<file path="src/rtl/uart_irq_pkg.sv">
package uart_irq_pkg;

  // Source slots in rank order: index 0 wins.
  localparam int unsigned NSRC     = 5;
  localparam int unsigned SLOT_LE  = 0;
  localparam int unsigned SLOT_DA  = 1;
  localparam int unsigned SLOT_TO  = 2;
  localparam int unsigned SLOT_HE  = 3;
  localparam int unsigned SLOT_MS  = 4;

  typedef enum logic [2:0] {
    SRC_NONE,
    SRC_LINE_ERR,
    SRC_DATA_AVAIL,
    SRC_IDLE_TOUT,
    SRC_HOLD_EMPTY,
    SRC_MODEM
  } irq_src_e;

  localparam logic [3:0] ID_NONE  = 4'b0001;
  localparam logic [3:0] ID_LE    = 4'b0110;
  localparam logic [3:0] ID_DA    = 4'b0100;
  localparam logic [3:0] ID_TO    = 4'b1100;
  localparam logic [3:0] ID_HE    = 4'b0010;
  localparam logic [3:0] ID_MS    = 4'b0000;

  function automatic irq_src_e slot_to_src(input int unsigned slot);
    case (slot)
      SLOT_LE: return SRC_LINE_ERR;
      SLOT_DA: return SRC_DATA_AVAIL;
      SLOT_TO: return SRC_IDLE_TOUT;
      SLOT_HE: return SRC_HOLD_EMPTY;
      SLOT_MS: return SRC_MODEM;
      default: return SRC_NONE;
    endcase
  endfunction

  function automatic logic [3:0] src_to_id(input irq_src_e src);
    case (src)
      SRC_LINE_ERR:   return ID_LE;
      SRC_DATA_AVAIL: return ID_DA;
      SRC_IDLE_TOUT:  return ID_TO;
      SRC_HOLD_EMPTY: return ID_HE;
      SRC_MODEM:      return ID_MS;
      default:        return ID_NONE;
    endcase
  endfunction

endpackage

</file>
<file path="src/rtl/uart_irq_rx_timeout.sv">
module uart_irq_rx_timeout #(
  parameter int unsigned LVL_W = 5,
  parameter int unsigned TOR_W = 8
) (
  input  logic             clk,
  input  logic             rst_n,
  input  logic             baud_tick,
  input  logic [LVL_W-1:0] rx_level,
  input  logic             rx_push,
  input  logic             rx_pop,
  input  logic             rbr_rd,
  input  logic [TOR_W-1:0] idle_len,
  output logic             tout
);

  logic [TOR_W-1:0] cnt_q, cnt_d;
  logic             tout_q, tout_d;
  logic             fifo_empty;
  logic             fifo_activity;
  logic             len_zero;
  logic [TOR_W-1:0] last_cnt;

  assign fifo_empty    = (rx_level == '0);
  assign fifo_activity = rx_push | rx_pop;
  assign len_zero      = (idle_len == '0);
  assign last_cnt      = idle_len - TOR_W'(1);

  always_comb begin
    cnt_d  = cnt_q;
    tout_d = tout_q;
    if (fifo_empty) begin
      cnt_d  = '0;
      tout_d = 1'b0;
    end else begin
      if (fifo_activity) begin
        cnt_d = '0;
      end else if (baud_tick && !tout_q && !len_zero) begin
        if (cnt_q == last_cnt) begin
          cnt_d  = '0;
          tout_d = 1'b1;
        end else begin
          cnt_d = cnt_q + TOR_W'(1);
        end
      end
      if (rbr_rd) begin
        tout_d = 1'b0;
      end
    end
  end

  always_ff @(posedge clk or negedge rst_n) begin
    if (!rst_n) begin
      cnt_q  <= '0;
      tout_q <= 1'b0;
    end else begin
      cnt_q  <= cnt_d;
      tout_q <= tout_d;
    end
  end

  assign tout = tout_q;

endmodule

</file>
<file path="src/rtl/uart_irq_modem_delta.sv">
module uart_irq_modem_delta #(
  parameter int unsigned       NLINE     = 4,
  parameter logic [NLINE-1:0]  FALL_ONLY = 4'b0100
) (
  input  logic             clk,
  input  logic             rst_n,
  input  logic [NLINE-1:0] line_in,
  input  logic             msr_rd,
  output logic [NLINE-1:0] delta
);

  logic [NLINE-1:0] prev_q;
  logic             primed_q;
  logic [NLINE-1:0] delta_q, delta_d;
  logic [NLINE-1:0] event_v;

  for (genvar g = 0; g < NLINE; g++) begin : g_line
    if (FALL_ONLY[g]) begin : g_fall
      assign event_v[g] = primed_q & prev_q[g] & ~line_in[g];
    end else begin : g_any
      assign event_v[g] = primed_q & (prev_q[g] ^ line_in[g]);
    end

    always_comb begin
      if (event_v[g]) begin
        delta_d[g] = 1'b1;
      end else if (msr_rd) begin
        delta_d[g] = 1'b0;
      end else begin
        delta_d[g] = delta_q[g];
      end
    end
  end

  always_ff @(posedge clk or negedge rst_n) begin
    if (!rst_n) begin
      prev_q   <= '0;
      primed_q <= 1'b0;
      delta_q  <= '0;
    end else begin
      prev_q   <= line_in;
      primed_q <= 1'b1;
      delta_q  <= delta_d;
    end
  end

  assign delta = delta_q;

endmodule

</file>
<file path="src/rtl/uart_irq_arbiter.sv">
module uart_irq_arbiter
  import uart_irq_pkg::*;
(
  input  logic [NSRC-1:0] pend,
  input  logic [NSRC-1:0] enable,
  output logic [3:0]      id_code,
  output logic            req,
  output logic            he_reported
);

  logic [NSRC-1:0] live;
  irq_src_e        winner;

  assign live = pend & enable;

  always_comb begin
    winner = SRC_NONE;
    for (int i = NSRC - 1; i >= 0; i--) begin
      if (live[i]) begin
        winner = slot_to_src(i);
      end
    end
  end

  assign id_code     = src_to_id(winner);
  assign req         = |live;
  assign he_reported = (winner == SRC_HOLD_EMPTY);

endmodule

</file>
<file path="src/rtl/uart_irq_ident.sv">
module uart_irq_ident
  import uart_irq_pkg::*;
#(
  parameter int unsigned LVL_W = 5,
  parameter int unsigned TOR_W = 8
) (
  input  logic             clk,
  input  logic             rst_n,
  input  logic [3:0]       ien,
  input  logic             fcr_wr,
  input  logic [7:0]       fcr_wdata,
  input  logic             tor_wr,
  input  logic [TOR_W-1:0] tor_wdata,
  input  logic             baud_tick,
  input  logic [LVL_W-1:0] rx_level,
  input  logic             rx_push,
  input  logic             rx_pop,
  input  logic [3:0]       line_err,
  input  logic             lsr_rd,
  input  logic             rbr_rd,
  input  logic             thr_empty,
  input  logic             thr_wr,
  input  logic             iir_rd,
  input  logic             msr_rd,
  input  logic             cts,
  input  logic             dsr,
  input  logic             ri,
  input  logic             dcd,
  output logic [3:0]       iir_code,
  output logic             irq,
  output logic [3:0]       modem_delta,
  output logic             rx_fifo_clr,
  output logic             tx_fifo_clr,
  output logic             dma_sel
);

  localparam int unsigned TRIG_W = 4;
  localparam int unsigned TRIG_LO = 4;
  localparam int unsigned CMP_W  = (LVL_W > TRIG_W) ? LVL_W : TRIG_W;

  // Control state
  logic [TRIG_W-1:0] trig_q, trig_d;
  logic [TOR_W-1:0]  idle_q, idle_d;
  logic              dma_q, dma_d;

  // Latched sources
  logic              le_q, le_d;
  logic              he_q, he_d;
  logic              thr_empty_q;

  logic [CMP_W-1:0]  thresh;
  logic [CMP_W-1:0]  lvl_ext;
  logic              da_pend;
  logic              to_pend;
  logic              ms_pend;
  logic              he_rise;
  logic              he_reported;
  logic              fifo_on;

  logic [NSRC-1:0]   pend_v;
  logic [NSRC-1:0]   en_v;

  // FIFO control decode
  assign fifo_on     = fcr_wdata[0];
  assign rx_fifo_clr = fcr_wr & (fcr_wdata[1] | ~fifo_on);
  assign tx_fifo_clr = fcr_wr & (fcr_wdata[2] | ~fifo_on);

  always_comb begin
    trig_d = trig_q;
    dma_d  = dma_q;
    idle_d = idle_q;
    if (fcr_wr) begin
      trig_d = fcr_wdata[TRIG_LO +: TRIG_W];
      dma_d  = fcr_wdata[3];
    end
    if (tor_wr) begin
      idle_d = tor_wdata;
    end
  end

  // Data-available compare
  assign thresh  = (trig_q == '0) ? CMP_W'(1) : CMP_W'(trig_q);
  assign lvl_ext = CMP_W'(rx_level);
  assign da_pend = (lvl_ext >= thresh);

  // Line error latch: new error beats a clearing read
  always_comb begin
    if (|line_err) begin
      le_d = 1'b1;
    end else if (lsr_rd) begin
      le_d = 1'b0;
    end else begin
      le_d = le_q;
    end
  end

  // Holding-empty latch: clears beat a coincident edge
  assign he_rise = thr_empty & ~thr_empty_q;

  always_comb begin
    if (thr_wr || (iir_rd && he_reported)) begin
      he_d = 1'b0;
    end else if (he_rise) begin
      he_d = 1'b1;
    end else begin
      he_d = he_q;
    end
  end

  always_ff @(posedge clk or negedge rst_n) begin
    if (!rst_n) begin
      trig_q      <= '0;
      idle_q      <= '0;
      dma_q       <= 1'b0;
      le_q        <= 1'b0;
      he_q        <= 1'b0;
      thr_empty_q <= 1'b0;
    end else begin
      trig_q      <= trig_d;
      idle_q      <= idle_d;
      dma_q       <= dma_d;
      le_q        <= le_d;
      he_q        <= he_d;
      thr_empty_q <= thr_empty;
    end
  end

  assign dma_sel = dma_q;

  uart_irq_rx_timeout #(
    .LVL_W (LVL_W),
    .TOR_W (TOR_W)
  ) u_tout (
    .clk       (clk),
    .rst_n     (rst_n),
    .baud_tick (baud_tick),
    .rx_level  (rx_level),
    .rx_push   (rx_push),
    .rx_pop    (rx_pop),
    .rbr_rd    (rbr_rd),
    .idle_len  (idle_q),
    .tout      (to_pend)
  );

  uart_irq_modem_delta #(
    .NLINE     (4),
    .FALL_ONLY (4'b0100)
  ) u_modem (
    .clk     (clk),
    .rst_n   (rst_n),
    .line_in ({dcd, ri, dsr, cts}),
    .msr_rd  (msr_rd),
    .delta   (modem_delta)
  );

  assign ms_pend = |modem_delta;

  always_comb begin
    pend_v          = '0;
    en_v            = '0;
    pend_v[SLOT_LE] = le_q;
    pend_v[SLOT_DA] = da_pend;
    pend_v[SLOT_TO] = to_pend;
    pend_v[SLOT_HE] = he_q;
    pend_v[SLOT_MS] = ms_pend;
    en_v[SLOT_LE]   = ien[2];
    en_v[SLOT_DA]   = ien[0];
    en_v[SLOT_TO]   = ien[0];
    en_v[SLOT_HE]   = ien[1];
    en_v[SLOT_MS]   = ien[3];
  end

  uart_irq_arbiter u_arb (
    .pend        (pend_v),
    .enable      (en_v),
    .id_code     (iir_code),
    .req         (irq),
    .he_reported (he_reported)
  );

endmodule

</file>
<file path="config.mk">
export PLATFORM = sky130hd
export DESIGN_NAME = uart_irq_ident
export DESIGN_NICKNAME = d
export VERILOG_FILES = /design/src/rtl/uart_irq_pkg.sv /design/src/rtl/uart_irq_rx_timeout.sv /design/src/rtl/uart_irq_modem_delta.sv /design/src/rtl/uart_irq_arbiter.sv /design/src/rtl/uart_irq_ident.sv
export SDC_FILE = /design/constraint.sdc
export NUM_CORES = 1
export LEC_CHECK = 0
export BUFFER_PORTS_ARGS = -buffer_cell sky130_fd_sc_hd__clkbuf_2
export CORE_MARGIN = 2
export CORE_UTILIZATION = 36
export CTS_CLUSTER_SIZE = 30
export DETAILED_ROUTE_END_ITERATION = 10
export GPL_ROUTABILITY_DRIVEN = 0
export GPL_TIMING_DRIVEN = 0
export PLACE_DENSITY = 0.68
export SYNTH_ARGS = -nofsm -noshare
export SYNTH_HDL_FRONTEND = slang
export SYNTH_HIERARCHICAL = 1
export SYNTH_SLANG_ARGS = --single-unit
</file>
<file path="constraint.sdc">
create_clock -name clk -period 7.6 [get_ports clk]
set_clock_uncertainty 0.1 [all_clocks]
set_input_delay 0 -clock clk [delete_from_list [all_inputs] [get_ports clk]]
set_output_delay 0 -clock clk [all_outputs]
set_load 0.02 [all_outputs]
</file>
==> qor.yml, run 1 <==
coreArea_um2: 5110
worst-setup-path-type: "flop to flop"
ant_nets: 0
clock_power_share_pct: 35.8
layout-drive-gt1-share_pct: 30.3
cts-root-buf: "clkbuf_8"
slew_violations: 0
grt_max_degree: 35
cts_tree: "built"
power_leakage_nw: 1.28
yosys_warnings: 6
dpl_worst_slack_ns: 5.00
htreeDepth: 2
synth.distinct_cells: 50
synth_edf_count: 0
tightest_slew_ns: 1.27
clock_latency_ns: 0.27
clockBufferDepth: 2
endpoint_kind: "flop"
synth_cells: 182
synth_nets: 235
dr.pass1.iters: 4
worstSetupStartpointType: "flop"
numPortBuffers: 55
wl_per_cell_um: 12.2
power_density_nw_per_um2: 170
worst_ep_required_time_ns: 7.66
numCtsBuffers: 5
vias_per_cell: 4.80
critPathSlowestCell: "a222oi_1"
setup_viol_count_final: 0
clock.fmax_ghz: 0.321
status: "finished, final reports clean"
path_max_fanout: 5
grt_pass1_vias: 1731
routed_wl_um: 4230
p_comb_share_pct: 19.7
min_period_ns: 3.11
setup_tns_ns: 0
io_pins: 58
dieWidth_um: 76.6
grtUsageTotal_pct: 15.8
synth_top_area_cell: "dfrtp_1"
drv_cap: 0
hold_viol: 0
ys_async_sr_fraction_pct: 100
clk_pin_slew_worst_paths_ns: 0.07
synth.top_cells.by_area: "dfrtp_1, mux2_2, ha_1"
yosysSeqAreaShare_pct: 44.8
relSlewSlack_pct: 14.7
p_total_mw: 0.460
worstPathCellList: "inv_1, a31o_2, ha_1, nand2b_1, a2111oi_2, nor3_1, a222oi_1, and3_1, a211oi_1, dlygate4sd3_1"
holdCritPathClass: "primary input to flop"
fin_util_pct: 52.9
worst-path-buf-inv: 2
rsz0062_at_grt: "false"
cp_top_family: "compound AO/OA/AOI/OAI gates"
synth_area_per_cell_um2: 10.4
nets: 330
globalRoute.totalOverflow: 0
initial_core_util_pct: 37.2
syn_area_um2: 1900
finalWorstSetupSlack_ns: 4.49
hpwl_um: 3050
intPower_mw: 0.345
antenna_found_initial: 0
num_rows: 26
die-area_um2: 5870
p_sw_share_pct: 25.0
synth-main-ff-cell: "dfrtp_1"
die_h_um: 76.6
switching_power_mw: 0.115
critical_path.max_stage_delay_ns: 0.54
first_iter_violations: 81
synth_seq_cells: 34
clock-sinks: 34
drc: 0
area_delta_synth_final_pct: 42.5
fill_cells: 445
routed-via-count: 1664
synth_top_area_share_pct: 44.8
grt_pass1_wl_um: 7540
diodes: 0
critPathArrivalTime_ns: 3.17
p_seq_share_pct: 44.4
irDropWorstVdd_uv: 106
fin_crit_sh_pct: 40.9
==> flip-flops by register name (all words and copies together), names as in the netlist <==
| name | flops |
|---|---|
| idle_q | 8 |
| thr_empty_q | 1 |
| u_tout/cnt_q | 8 |
| trig_q | 4 |
| dma_sel | 1 |
| u_tout/tout | 1 |
| u_modem/primed_q | 1 |
| le_q | 1 |
| u_modem/prev_q | 4 |
| u_modem/delta | 4 |
| he_q | 1 |
==> worst reg2reg max path, delay by kind of cell, from the launching register on <==
kind,cells,cell delay (ns)
AND/OR/NAND/NOR,3,0.52
adder cells (fa/ha/maj),1,0.26
buffers and inverters,2,0.60
AO/OA/AOI/OAI,4,1.20
flip-flops,1,0.32
==> power groups by stage <==
stage | logic, mW | clock network (mW) | registers, mW
final | 0.0907 | 0.165 | 0.204
after global routing | 0.102 | 0.180 | 0.206
after CTS | 0.0913 | 0.172 | 0.204
after detailed placement | 0.0767 | 0 | 0.208
after global placement | 0.0747 | 0 | 0.207
after floorplan | 0.0445 | 0 | 0.209
==> cell usage after synthesis, types with 2 or more instances <==
| master | count |
|---|---|
| inv_1 | 13 |
| nor3b_1 | 2 |
| nand3_1 | 2 |
| nand2_1 | 18 |
| buf_2 | 2 |
| nor2b_1 | 3 |
| a211o_1 | 2 |
| xor2_1 | 8 |
| a21oi_1 | 3 |
| nand4_1 | 3 |
| a22o_1 | 4 |
| dfrtp_1 | 34 |
| nor3_1 | 7 |
| nor2_1 | 9 |
| or2_2 | 2 |
| ha_1 | 7 |
| xnor2_1 | 4 |
| and4_1 | 2 |
| nor4_1 | 4 |
| mux2_2 | 10 |
| a21boi_0 | 2 |
| o21ai_0 | 6 |
| a221o_1 | 3 |
| a31oi_1 | 2 |
| a21o_1 | 2 |
| nand2b_1 | 3 |
| or4_1 | 2 |
==> cells by family after synthesis <==
logic type	count (synthesis)	synth area share (%)
simple gates	65	19.1
compound gates	37	16.2
flops	34	44.8
buf+inv	16	3.69
xor+xnor	12	5.54
mux	10	5.93
fa+ha+maj	7	4.61
other cells	1	0.198
==> area by class of cell <==
type                       instances  area, um^2  area share, %
tap                               70        87.6           3.24
inverter                          13        48.8           1.80
clock buffer                       6        82.6           3.05
sequential                        34         851           31.5
timing repair buffer              88         606           22.4
clock inverter                     1        30.0           1.11
multi-input combinational        132         977           36.1
buffer                             3        21.3          0.787
==> final timing paths <==
path | start | endpoint | slack (ns) | cells past startpoint
hold reg to reg | u_modem/prev_q[2] | u_modem/delta[2] | 0.42 | 2
min in group asynchronous | rst_n | idle_q[4] | 0.26 | 2
max in group asynchronous | rst_n | trig_q[0] | 6.61 | 2
setup reg to reg | trig_q[2] | he_q | 4.49 | 10
setup / recovery | trig_q[2] | he_q | 4.49 | 10
hold / removal | tor_wr | idle_q[5] | 0.01 | 2
==> layout by cell type (no fill, tap or decap), drive strengths merged, types with 2 or more instances in the layout <==
cell type    count
clkbuf          61
dfrtp           34
dlygate4sd3     33
nand2           18
inv             13
mux2            10
nor2             9
xor2             8
nor3             8
ha               7
o21ai            6
nor4             4
a22o             4
xnor2            4
or2              4
nand2b           3
a21oi            3
nand4            3
a221o            3
nor2b            3
buf              3
a21boi           2
or4              2
a31oi            2
and4             2
a21o             2
nor3b            2
nand3            2
a211o            2
a2111oi          2
==> per-layer routing <==
metal	vias to the layer above	share of wire, %	global-route usage, %
met2	44	49	28.4
met3	2	3.3	2.37
met1	770	46	18.8
met4	0	0.97	6.55
met5	-	0	0
li1	848	-	-
==> metrics by stage <==
step	area (um^2)	cells	hold slack, ns
after detailed placement	2260	307	0.0259
final	2700	347	0.0141
after global routing	2700	347	0.0235
after floorplan	1900	182	-0.396
after CTS	2700	347	0.00544
after global placement	2260	307	0.0252
==> timing repair <==
item | CTS | global route
hold endpoints to repair | 59 | 0
buffers inserted | 0 | 0
hold buffers | 33 | 0
resized for setup | 0 | 0
No activity file was read; power rests on OpenSTA's default activity.
==> run 2, diff against run 1 <==
PLACE_DENSITY = 0.71   (was 0.68)
clock period = 2.8 ns   (was 7.6 ns; I/O delays follow)
==> run 2 against run 1 <==
  * The run now ends with negative hold slack left
  * Sequential power grew to 2.7 times the previous value
  * Core utilization up 3.0 points
  * Combinational power increased to 3.1 times the previous value
  * First-iteration DRC count fell by 47%
  * Critical path depth fell by 1
  * Final cell count grew 2.3%
  * Largest cell class unchanged
  * Worst hold slack worse by 0.039 ns
  * Global-route usage increased by 0.99 points
  * Non-clock buffer count up 7
==> qor.yml, run 2 (synthesized netlist as in run 1, its figures left out) <==
worstSetupStartpointType: "flop"
r2r_end: "u_tout/tout"
io_pins: 58
drc: 0
fin_crit_sh_pct: 95.2
busiest_layer: "met2"
relSlewSlack_pct: 44.4
irDropWorstVdd_uv: 364
htreeDepth: 2
cts-root-buf: "clkbuf_8"
coreArea_um2: 5110
layout-drive-gt1-share_pct: 34.0
r2r_slack_ns: 0.13
endpoint_kind: "flop"
wl_per_cell_um: 13.0
power_leakage_nw: 1.35
numCtsBuffers: 5
dp.cells: 307
intPower_mw: 1.05
clock_latency_ns: 0.28
nets: 337
reg_top3: "idle_q (8), u_tout/cnt_q (8)"
clk_pin_slew_worst_paths_ns: 0.07
status: "complete, but fails checks"
diodes: 0
path_max_fanout: 6
first_iter_violations: 43
globalRouteMet2Util_pct: 30.7
dr.pass1.iters: 5
min_delay_path_depth: 4
num_rows: 26
r2r_cells: 9
holdCritPathClass: "primary input to flop"
p_comb_share_pct: 20.3
cts_tree: "built"
worst_ep_required_time_ns: 2.87
worstPathCellList: "inv_1, ha_1, or2b_1, a21o_1, a31oi_1, nor3_1, a21oi_1, nor3_1, dlygate4sd3_1"
numPortBuffers: 55
die_h_um: 76.6
routed_wl_um: 4610
hp-start: "rx_push"
min_period_ns: 2.67
reg2reg_from: "idle_q[0]"
routed-via-count: 1737
critical_path.max_stage_delay_ns: 0.57
initial_core_util_pct: 37.2
globalRoute.totalOverflow: 0
violations: "negative hold slack"
grt_pass1_vias: 1752
layout_common_cells: "clkbuf_2, dlygate4sd3_1, dfrtp_1"
drv_cap: 0
tightest_slew_ns: 0.834
die-area_um2: 5870
clock-sinks: 34
grt_max_degree: 35
critPathArrivalTime_ns: 2.73
ant_nets: 0
path_common_cell: "nor3_1"
finalNonFillerCells: 355
clock_power_share_pct: 40.0
dieWidth_um: 76.6
min_to: "u_tout/cnt_q[0]"
antenna_found_initial: 0
area_delta_synth_final_pct: 50.6
grtUsageMet1_pct: 19.1
slew_violations: 0
clock.fmax_ghz: 0.375
p_sw_share_pct: 24.6
fin_util_pct: 56.0
vias_per_cell: 4.89
worst-setup-path-type: "flop to flop"
critPathSlowestCell: "dlygate4sd3_1"
power_density_nw_per_um2: 489
mostFrequentLayoutCell: "clkbuf_2"
hold_viol: 2
grtUsageTotal_pct: 16.8
switching_power_mw: 0.344
grt_pass1_wl_um: 7890
clockBufferDepth: 2
use_met3_pct: 3.44
setup_viol_count_final: 0
hpwl_um: 2990
whs_ns: -0.0248
p_seq_share_pct: 39.6
## run 2: changes by cell type in the layout (fill, tap and decap cells not counted), moves of 2 or more
cell / delta
buf_4: +5
buf_6: +3
clkbuf_2: -3
dlygate4sd3_1: +2
## run 2: worst max-delay path by stage
stage	start	end	depth (start not counted)
floorplan	trig_q[2]	he_q	9
global placement	trig_q[2]	he_q	9
detailed placement	trig_q[2]	he_q	9
CTS	trig_q[2]	iir_code[1]	10
global route	idle_q[0]	u_tout/tout	9
finish	idle_q[0]	u_tout/tout	9
## run 2: power groups by stage
stage / registers [mW] / logic, mW / clock network (mW)
floorplan: 0.566 / 0.121 / 0
global placement: 0.563 / 0.202 / 0
detailed placement: 0.564 / 0.207 / 0
CTS: 0.554 / 0.254 / 0.572
global route: 0.559 / 0.312 / 0.599
finish: 0.554 / 0.284 / 0.560
## run 2: per-stage QoR
stage                     total power, mW  TNS [ns]  setup WS, ns  cell area, um^2
after detailed placement            0.771         0         0.155             2260
after CTS                            1.38         0        0.0790             2770
after global placement              0.764         0         0.214             2260
after global routing                 1.47  -0.00288      -0.00288             2860
after floorplan                     0.687         0         0.422             1900
final                                1.40         0         0.135             2860
## run 2: routing by layer
metal  up-vias  routed length [um]
met1       831                1960
met3         5                 149
met2        36                2430
met5         -                   0
li1        865                   -
met4         0                  65
## run 2: worst max-delay path, delay by kind of cell, from the launching register on
kind            cells  cell delay, ns
fa+ha+maj           1            0.27
compound gates      3            0.67
buf+inv             2            0.65
flops               1            0.41
simple gates        3            0.45
## run 2: repair_timing
item                                   in CTS  in global routing
hold buffers                               35                  0
cloned                                      0                  0
endpoints found under the hold margin      59                  0
pin swaps                                   1                  3
setup buffers                               2                  3
setup endpoints to repair                   3                  5
resized for setup                           0                 17
## run 2: layout make-up
type	instances	area [um^2]
Multi-Input combinational cell	132	1020
Clock buffer	6	82.6
Timing Repair Buffer	95	682
Buffer	3	21.3
Sequential cell	34	851
Inverter	13	48.8
Tap cell	70	87.6
Clock inverter	2	60.1
Fill cell	432	2250
==> run 3, diff against run 2 <==
ABC_AREA = 1   (was default)
CORE_UTILIZATION = 47   (was 36)
PLACE_DENSITY = 0.85   (was 0.71)
RECOVER_POWER = 25   (was default)
==> run 3 against run 2 <==
  * The run ends with max-capacitance violations, max-slew violations left
  * Area after synthesis rose by 9.4%
  * Sequential power fell by 2%
  * Critical endpoint unchanged
  * Largest power group is now sequential cells
  * Core utilization up 12 points
  * Synthesized cell count is 63% higher
==> qor.yml, run 3 <==
coreArea_um2: 4290
fill_cells: 355
tightest_slew_ns: 1.79
antenna_found_initial: 0
synth_top_area_share_pct: 41.0
relSlewSlack_pct: -19.0
synth_top_area_cell: "dfrtp_1"
grt_pass1_vias: 2091
worst_ep_required_time_ns: 2.92
hpwl_um: 3180
reg2reg_from: "idle_q[0]"
numPortBuffers: 56
critPathArrivalTime_ns: 2.52
violations: "max-capacitance violations, max-slew violations"
diodes: 0
clk_pin_slew_worst_paths_ns: 0.06
ant_nets: 0
r2r_cells: 13
yosys.cell_count.top_type: "nand2_1"
layout_common_cells: "nand2_1, inv_1, clkbuf_2"
setup_tns_ns: 0
power_density_nw_per_um2: 408
die_h_um: 70.5
worstSetupStartpointType: "flop"
hp-start: "tor_wr"
whs_ns: 0.0387
status: "complete, but fails checks"
fin_crit_sh_pct: 85.6
r2r_end: "u_tout/tout"
clock-sinks: 34
nets: 455
htreeDepth: 2
cts_tree: "built"
initial_core_util_pct: 48.3
path_max_fanout: 4
hold_viol: 0
die-area_um2: 4960
dieWidth_um: 70.5
grt_max_degree: 35
rsz0062_at_grt: "false"
synth_edf_count: 0
synth-main-ff-cell: "dfrtp_1"
grtUsageTotal_pct: 21.2
routed_wl_um: 4830
synth.top_cells.by_area: "dfrtp_1, nand2_1, inv_1"
ys_async_sr_fraction_pct: 100
grt_pass1_wl_um: 8440
irDropWorstVdd_uv: 293
yosysSeqAreaShare_pct: 41.0
power_leakage_nw: 1.59
synthTopCellsByCount: "nand2_1, inv_1, dfrtp_1"
slew_violations: 35
min_period_ns: 2.40
layout-drive-gt1-share_pct: 16.4
syn_area_um2: 2080
area_delta_synth_final_pct: 40.4
min_delay_path_depth: 3
io_pins: 58
routed-via-count: 2081
drv_cap: 1
synth.distinct_cells: 25
synth_nets: 350
num_rows: 24
synth_seq_cells: 34
globalRoute.totalOverflow: 0
drc: 0
wl_per_cell_um: 10.6
first_iter_violations: 74
cts-root-buf: "clkbuf_8"
r2r_slack_ns: 0.40
worst-setup-path-type: "flop to flop"
dr.pass1.iters: 4
synth_area_per_cell_um2: 6.99
reg_top3: "idle_q (8), u_tout/cnt_q (8)"
setup_viol_count_final: 0
mostFrequentLayoutCell: "nand2_1"
holdCritPathClass: "primary input to flop"
clock_latency_ns: 0.29
post_cts_buffers: 0
yosys_warnings: 6
numCtsBuffers: 5
endpoint_kind: "flop"
clock.fmax_ghz: 0.417
vias_per_cell: 4.57
clockBufferDepth: 2
synth_cells: 297
min_to: "idle_q[5]"
==> run 3: changes by cell type in the layout (fill, tap and decap cells not counted), sizes merged, moves of 5 or more <==
cell         before  now
buf              11    2
clkbuf           58   63
dlygate4sd3      35   42
inv              13   54
mux2             10    0
nand2            18  107
nand3             2   23
nor2              9   32
nor3              8    3
o21ai             6   15
==> run 3: power breakdown <==
part	internal, mW	switching (mW)
Sequential	0.520	0.0220
Clock	0.198	0.169
Combinational	0.128	0.152
==> run 3: per-layer routing <==
metal | share of wire (%) | track usage [%] | wire length [um]
met1 | 44 | 23.6 | 2120
met2 | 50 | 39.6 | 2420
met3 | 4.8 | 5.34 | 231
met4 | 1.0 | 5.56 | 50
met5 | 0 | 0 | 0
==> run 3: cell families (layout without fill, tap and decap cells) <==
| group | after synthesis | in the layout | synth area share (%) |
|---|---|---|---|
| buffers and inverters | 56 | 162 | 10.7 |
| xor gates and xnor gates | 4 | 4 | 1.69 |
| adders and majority gates | 7 | 7 | 4.22 |
| other | 1 | 1 | 0.181 |
| AOI/OAI and AO/OA | 25 | 25 | 7.05 |
| DFF | 34 | 34 | 41.0 |
| and+or+nand+nor | 170 | 170 | 35.2 |
==> run 3: area by class of cell <==
cell class              instances  area (um^2)  share of cell area [%]
multi-input cells             207         1000                    34.3
well taps                      52         65.1                    2.23
clock buffers                   7         86.3                    2.96
inverters                      54          203                    6.96
repair buffers                 98          686                    23.5
clock inverters                 1         5.00                   0.172
plain buffers                   2         18.8                   0.644
flip-flops and latches         34          851                    29.2
==> run 3: worst max-delay path, stage by stage, from the launching register on <==
cell	delay, ns
dfrtp_1	0.40
inv_1	0.11
ha_1	0.31
inv_1	0.04
nand2_1	0.05
nand2_1	0.04
nor2_1	0.11
nand2_1	0.07
nor2_1	0.08
nand3_1	0.12
nor2_4	0.13
nand3_1	0.08
a21oi_1	0.13
dlygate4sd3_1	0.56
==> run 3: stage by stage <==
step	utilization, %	total power, mW	worst slack (ns)	area, um^2	cells
5_1_grt	67.9	1.27	0.211	2910	455
4_1_cts	68.3	1.20	0.437	2930	455
3_5_place_dp	56.4	0.779	0.858	2420	405
6_report	67.9	1.19	0.404	2910	455
2_1_floorplan	-	0.693	1.10	2080	297
3_3_place_gp	56.4	0.770	0.915	2420	405
==> run 3: timing repair <==
item / CTS / global route
gates resized for setup: 0 / 0
hold endpoints to repair: 59 / 0
hold buffers: 42 / 0
==> run 3: how the worst max path moves through the flow <==
stage	start	to	slack [ns]	depth (start not counted)
floorplan	idle_q[0]	u_tout/cnt_q[3]	1.10	13
global placement	idle_q[0]	u_tout/cnt_q[7]	0.91	13
detailed placement	idle_q[0]	u_tout/cnt_q[7]	0.86	13
CTS	idle_q[0]	u_tout/tout	0.44	13
global route	idle_q[0]	u_tout/tout	0.21	13
finish	idle_q[0]	u_tout/tout	0.40	13
